$ cat src/rtl/optp_pkg.sv
package optp_pkg;

  typedef enum logic [1:0] {
    DUTY_HALF    = 2'd0,
    DUTY_QUARTER = 2'd1,
    DUTY_EIGHTH  = 2'd2,
    DUTY_SIXTEEN = 2'd3
  } duty_e;

  function automatic int unsigned carrier_period(int unsigned clk_hz, int unsigned car_hz);
    return (clk_hz + car_hz / 2) / car_hz;
  endfunction

endpackage

$ cat src/rtl/optp_carrier.sv
module optp_carrier
  import optp_pkg::*;
#(
  parameter int unsigned PERIOD = 129,
  parameter int unsigned CW     = $clog2(PERIOD)
) (
  input  logic       clk_i,
  input  logic       rst_ni,
  input  logic       run_i,
  input  logic [1:0] duty_i,
  output logic       low_o
);

  localparam logic [CW-1:0] LAST = CW'(PERIOD - 1);

  logic [CW-1:0] cnt_q;
  logic [CW-1:0] low_len;
  logic [CW-1:0] len_tbl [4];

  for (genvar g = 0; g < 4; g++) begin : g_len
    assign len_tbl[g] = CW'(PERIOD >> (g + 1));
  end

  assign low_len = len_tbl[duty_i];

  always_ff @(posedge clk_i or negedge rst_ni) begin
    if (!rst_ni)          cnt_q <= '0;
    else if (!run_i)      cnt_q <= '0;
    else if (cnt_q == LAST) cnt_q <= '0;
    else                  cnt_q <= cnt_q + 1'b1;
  end

  assign low_o = run_i && (cnt_q < low_len);

  p_cnt_range_r5: assert property (@(posedge clk_i) disable iff (!rst_ni)
    cnt_q <= LAST);

  p_burst_restart_r7: assert property (@(posedge clk_i) disable iff (!rst_ni)
    $rose(run_i) |-> cnt_q == '0);

endmodule

$ cat src/rtl/optp_tx_path.sv
module optp_tx_path (
  input  logic clk_i,
  input  logic rst_ni,
  input  logic data_i,
  input  logic mod_act_i,
  input  logic car_low_i,
  input  logic inv_i,
  output logic pin_o
);

  logic raw;
  logic pin_q;
  logic past_ok_q;

  // data 1 keeps line high; data 0 takes carrier shape
  assign raw = mod_act_i ? (data_i | ~car_low_i) : data_i;

  always_ff @(posedge clk_i or negedge rst_ni) begin
    if (!rst_ni) begin
      pin_q     <= 1'b1;
      past_ok_q <= 1'b0;
    end else begin
      pin_q     <= raw ^ inv_i;
      past_ok_q <= 1'b1;
    end
  end

  assign pin_o = pin_q;

  p_passthru_r2: assert property (@(posedge clk_i) disable iff (!rst_ni)
    past_ok_q && !$past(mod_act_i) |-> pin_q == $past(data_i ^ inv_i));

  p_idle_high_r4: assert property (@(posedge clk_i) disable iff (!rst_ni)
    past_ok_q && $past(mod_act_i && data_i) |-> pin_q == !$past(inv_i));

endmodule

$ cat src/rtl/optp_rx_path.sv
module optp_rx_path (
  input  logic pin_i,
  input  logic inv_i,
  output logic data_o
);

  assign data_o = pin_i ^ inv_i;

endmodule

$ cat src/rtl/optp_cond.sv
module optp_cond
  import optp_pkg::*;
#(
  parameter int unsigned CLK_HZ     = 4_915_200,
  parameter int unsigned CARRIER_HZ = 38_000
) (
  input  logic       clk_i,
  input  logic       rst_ni,
  input  logic       uart_tx_i,
  input  logic       pwr_ok_i,
  input  logic       mod_en_i,
  input  logic [1:0] duty_sel_i,
  input  logic       tx_inv_i,
  input  logic       rx_inv_i,
  input  logic       pin_rx_i,
  output logic       pin_tx_o,
  output logic       uart_rx_o
);

  localparam int unsigned PERIOD = carrier_period(CLK_HZ, CARRIER_HZ);
  localparam int unsigned CW     = $clog2(PERIOD);

  logic mod_act;
  logic car_run;
  logic car_low;

  assign mod_act = mod_en_i & pwr_ok_i;
  assign car_run = mod_act & ~uart_tx_i;

  optp_carrier #(.PERIOD(PERIOD), .CW(CW)) u_carrier (
    .clk_i  (clk_i),
    .rst_ni (rst_ni),
    .run_i  (car_run),
    .duty_i (duty_sel_i),
    .low_o  (car_low)
  );

  optp_tx_path u_tx (
    .clk_i     (clk_i),
    .rst_ni    (rst_ni),
    .data_i    (uart_tx_i),
    .mod_act_i (mod_act),
    .car_low_i (car_low),
    .inv_i     (tx_inv_i),
    .pin_o     (pin_tx_o)
  );

  optp_rx_path u_rx (
    .pin_i  (pin_rx_i),
    .inv_i  (rx_inv_i),
    .data_o (uart_rx_o)
  );

  p_brownout_r3: assert property (@(posedge clk_i) disable iff (!rst_ni)
    !pwr_ok_i |-> !car_low);

  always_comb begin
    p_rx_inv_r9: assert (uart_rx_o == (pin_rx_i ^ rx_inv_i));
  end

endmodule

$ cat config.mk
export PLATFORM = sky130hd
export DESIGN_NAME = optp_cond
export DESIGN_NICKNAME = d
export VERILOG_FILES = /design/src/rtl/optp_pkg.sv /design/src/rtl/optp_carrier.sv /design/src/rtl/optp_tx_path.sv /design/src/rtl/optp_rx_path.sv /design/src/rtl/optp_cond.sv
export SDC_FILE = /design/constraint.sdc
export NUM_CORES = 1
export LEC_CHECK = 0
export BUFFER_PORTS_ARGS = -buffer_cell sky130_fd_sc_hd__buf_2
export CAP_MARGIN = 10
export CORE_AREA = 2 2 39 41
export DETAILED_ROUTE_END_ITERATION = 6
export DIE_AREA = 0 0 41 43
export PLACE_DENSITY = 0.59
export SKIP_LAST_GASP = 1
export SLEW_MARGIN = 20
export SYNTH_ARGS = -nofsm -noshare
export SYNTH_HDL_FRONTEND = slang
export SYNTH_SLANG_ARGS = --single-unit
$ cat constraint.sdc
create_clock -name clk_i -period 1.5 [get_ports clk_i]
set_clock_uncertainty 0.1 [all_clocks]
set_input_delay 0.075 -clock clk_i [delete_from_list [all_inputs] [get_ports clk_i]]
set_output_delay 0.075 -clock clk_i [all_outputs]
set_load 0.05 [all_outputs]
# Yosys cells after proc, flatten, opt, wreduce, memory -nomap -nowiden
# Cells that the tools add are included.
# totals
reg_bits	9
latch_bits	0
mem_bits_rw	0
rom_bits	0
inputBits	10
elab_cells	21
memories	0
# op_classes
addsub	1
multipliers	0
n_div	0
order_cmp	2
n_eq_ne	1
n_shift	0
n_mux	6
n_bitwise	8
reduce_logical	1
# ops
op	count
8-bit two-way mux	4
8-bit binary-select mux with 2-bit select	1
8-bit by 1-bit adder with 8-bit output, second input constant	1
8-bit equality test, second input constant	1
8-bit less-than comparator	1
3-bit >= comparator, second input constant	1
2-bit NOT with 3-bit output	1
1-bit bitwise AND	2
1-bit NOT	2
1-bit XOR	2
1-bit logical AND	1
1-bit two-way mux	1
1-bit OR	1

# Depth between registers and ports, before layout
# logic_depth
word_depth	10
mapped_depth	5

# Cells and area by module
# A second synthesis with hierarchy kept.
# unflattened
cells_unflattened	60
area_unflattened_um2	555.5
# by_module_without_submodules
mod	n_inst	cells_per_inst	area_per_inst_um2
optp_carrier	1	53	484.2
optp_tx_path	1	4	47.5
optp_cond	1	2	15.0
optp_rx_path	1	1	8.8

# Worst setup path before layout
# Ideal clock, no wire load.
# synth_path
path_kind	flip-flop to flip-flop
startpoint	reg u_carrier.cnt_q[6]
endpoint	reg u_tx.pin_q (netlist: u_tx.pin_o)
setup_time_ns	0.083
arrival_ns	1.240
required_ns	1.317
path_slack_ns	0.077
path_stages_with_launch	5
n_path_buf	0
period_less_slack_ns	1.423
cell_sequence	dfrtp_1 > ha_1 > a211oi_1 > a311o_1 > nand3_1
# synth_between
elab_chain_cells	6
# synth_rtl
element	line_no	source
from (decl)	optp_carrier.sv:16	logic [CW-1:0] cnt_q;
from (signal assigned)	optp_carrier.sv:30	else cnt_q <= cnt_q + 1'b1;
8-bit less-than comparator	optp_carrier.sv:33	assign low_o = run_i && (cnt_q < low_len);
1-bit logical AND	optp_carrier.sv:33	
1-bit NOT	optp_tx_path.sv:16	assign raw = mod_act_i ? (data_i | ~car_low_i) : data_i;
1-bit OR	optp_tx_path.sv:16	
1-bit two-way mux	optp_tx_path.sv:16	
1-bit XOR	optp_tx_path.sv:23	pin_q <= raw ^ inv_i;
to (signal assigned)	optp_tx_path.sv:23	
to (decl)	optp_tx_path.sv:12	logic pin_q;
# Every way passes these cells.

# Final worst setup path
# layout_path
startpoint	reg u_carrier.cnt_q[0]
endpoint	reg u_carrier.cnt_q[5]
# layout_between
elab_chain_cells	3
word_cells_on_any_way	4
cone_classes	add/sub: 1; eq/ne: 1; mux: 2
# layout_rtl
element	line_no	source
8-bit by 1-bit adder with 8-bit output or 8-bit equality test (tied branches)	optp_carrier.sv:30, optp_carrier.sv:29	
8-bit two-way mux (*)	optp_carrier.sv:29	else if (cnt_q == LAST) cnt_q <= '0;
8-bit two-way mux (*)	optp_carrier.sv:28	else if (!run_i) cnt_q <= '0;
# Mark *: on every way between the ends. The rest lies on a longest branch, timed or not.

==> metrics.csv <==
metric,value,unit
nature of the critical path endpoint,register,
TritonCTS Buffers,3,
"count leader, synth",dfrtp_1,
Leak,0.000320,uW
Placed Cells,86,
highest ir drop seen on vdd,0.493,mV
pin count of the biggest net entering global routing,10,
Worst R2R Start,u_carrier.cnt_q[0]$_DFF_PN0_,
vias,463,
width of the chip,41,microns
status,"complete, no violations",
Max Slew Vio Count,0,
unrepaired setup endpoints after global routing,true,
Area contributors post-synth,"dfrtp_1 (36%), ha_1 (11%), dfstp_2 (4.8%), xnor2_1 (4.8%), xor2_1 (4.8%)",
WL/cell,12.1,microns
"Req. time, crit path",1.59,ns
reg2reg end,u_carrier.cnt_q[5]$_DFF_PN0_,
"Cell Area, Synth",549,sq um
Yosys Warn Count,0,
Slew Limit Headroom,83.9,%
Max Cap Viol,0,
"Core Util, Final",53.7,%
Seq cells post-synth,9,
gp weighted congestion,0.828,
Area Overhead vs Synth,35.3,%
share of cells above drive strength 1,35.9,%
P per Cell Area,708,mW/mm^2
"top cells by count, synth","dfrtp_1 (8), ha_1 (5), nor2_1 (5)",
setup slack after layout,0.0469,ns
period utilisation layout,96.9,%
Synth top area share,36.4,%
first-pass GRT wire length,1.81,mm
"Top FF cell, synth",dfrtp_1,
Worst-Margin Slew,0.242,ns
Port Buffers,11,
Routed WL,1.14,mm
Period minus WS final,1.45,ns
vias in the first global route,447,
CTS tree,done,
initial antenna violation count,0,
CP Class,register to register,
Die Y,43,microns
vias per std cell,4.93,
worst hold path depth,3,
CP max FO,7,
Clock Latency Late Sink,0.26,ns
ys async rst share,100,%
Max stage delay on crit path,0.40,ns
HP Start,pwr_ok_i,
Slowest cell on crit path,dfrtp_1,
I/O pin count,12,
"Avg Cell Area, Syn",9.81,sq um
TritonRoute pass-1 iters,4,
Post-layout nets,94,
Post-Syn Instances,56,
reg2reg path depth,5,
startpoint types,register,
Clock Tree Root,clkbuf_4,
Hold Crit Endpoint,u_carrier.cnt_q[3]$_DFF_PN0_,
worst hold path class,input pin to register,
final hold vios,0,
"reg-to-reg slack, setup",0.05,ns
Antenna Nets Post-Route,0,
Initial Util,39.7,%
CP arrival,1.54,ns
GRT Util Overall,16.0,%
CORE AREA,0.00138,sq mm
Achievable Freq,0.688,GHz
"Reg clk slew, reported paths",0.06,ns
cells along the critical path,inv_1 > ha_2 > nor4bb_4 > a211o_4 > a21oi_2,
# H-tree levels,1,
GR Overflow Total,0,
diode count,0,
Setup WS pre-CTS,-0.0755,ns
register area share after synthesis,41.2,%
Iter 0 DRT Violations,9,
"Distinct cells, synth",26,
Setup crit start,u_carrier.cnt_q[0]$_DFF_PN0_,
DPL Wire Length,829,microns
row count,14,
Max clock buf depth,2,
Die ar.,0.00176,sq mm
"area leader, netlist",dfrtp_1,
Finish-stage setup viols,0,
Residual DRC,0,
Clock Sinks,9,
Syn Nets,71,
Post-synth EDFFs,0,
Non-Filler Instances,94,
-- repair_timing --
item / in CTS / in global routing
resized for setup: 1 / 5
hold endpoints to repair: 11 / 0
buffers inserted: 0 / 1
endpoints found under the setup margin: 1 / 5
pin swaps: 0 / 4
hold buffers: 3 / 0
-- cells in the final DEF (no fill, tap or decap), types with 2 or more instances in the layout --
| cell | netlist | final |
|---|---|---|
| nor3_1 | 3 | 3 |
| inv_1 | 3 | 3 |
| nand2_1 | 3 | 3 |
| xnor2_1 | 3 | 3 |
| dfrtp_1 | 8 | 8 |
| ha_1 | 5 | 4 |
| dlygate4sd3_1 | 0 | 3 |
| nor2_2 | 1 | 2 |
| nor2_1 | 5 | 4 |
| clkbuf_4 | 0 | 3 |
| buf_2 | 0 | 11 |
| xor2_1 | 3 | 3 |
| buf_4 | 0 | 4 |
| nand4_1 | 2 | 2 |
| nand3_1 | 3 | 3 |
| nor2b_1 | 2 | 2 |
| nand2b_1 | 2 | 2 |
-- where the power goes --
group | internal, uW | switching [uW]
clock | 103 | 84.7
combinational | 37.3 | 50.8
sequential | 249 | 1.99
total | 389 | 137
-- worst max-delay path, delay by kind of cell, from the launching register on --
kind	cells	cell delay (ns)
flops	1	0.40
buf+inv	1	0.06
simple gates	1	0.15
fa+ha+maj	1	0.17
compound gates	2	0.51
-- per-stage QoR --
step	instance area, sq um	hold WS, ns	total power [uW]	setup TNS [ns]
2_1_floorplan	549	-0.321	301	0
3_3_place_gp	647	-0.164	332	-0.0191
3_5_place_dp	647	-0.158	333	-0.0755
4_1_cts	708	0.0351	527	0
5_1_grt	743	0.0864	551	-0.0408
6_report	743	0.0593	526	0
-- worst max-delay path by stage --
stage                                         endpoint  slack, ns
after floorplan                   u_tx.pin_o$_DFF_PN1_       0.08
after global placement            u_tx.pin_o$_DFF_PN1_      -0.02
after detailed placement          u_tx.pin_o$_DFF_PN1_      -0.08
after CTS                 u_carrier.cnt_q[5]$_DFF_PN0_       0.05
after global routing      u_carrier.cnt_q[6]$_DFF_PN0_      -0.01
final                     u_carrier.cnt_q[5]$_DFF_PN0_       0.05
-- cells by family (layout without fill, tap and decap cells) --
| logic type | count (synthesis) | after routing | share of synthesized area [%] |
|---|---|---|---|
| and+or+nand+nor | 27 | 27 | 27.3 |
| DFF | 9 | 9 | 41.2 |
| adders and majority gates | 5 | 5 | 11.4 |
| AOI/OAI and AO/OA | 6 | 6 | 8.43 |
| xor gates and xnor gates | 6 | 6 | 9.57 |
| buffers and inverters | 3 | 25 | 2.05 |
-- routing by layer --
metal  vias up  GRT usage (%)  part of all wire (%)
li1        238              -                     -
met1       213           22.0                    49
met2        10           21.3                    46
met3         2           4.71                   4.2
met4         0           10.0                   1.3
met5         -              0                     0
-- registers in the layout, summed over array words and instances (netlist names) --
| name | flops |
|---|---|
| u_carrier.cnt_q | 8 |
| u_tx.pin_o | 1 |
-- layout make-up --
cell class	instances	area, sq um
Inverter	3	11.3
Tap cell	16	20.0
Clock buffer	4	26.3
Timing Repair Buffer	18	115
Sequential cell	9	226
Fill cell	134	641
Multi-Input combinational cell	44	344
(Power assumes the default switching activity.)
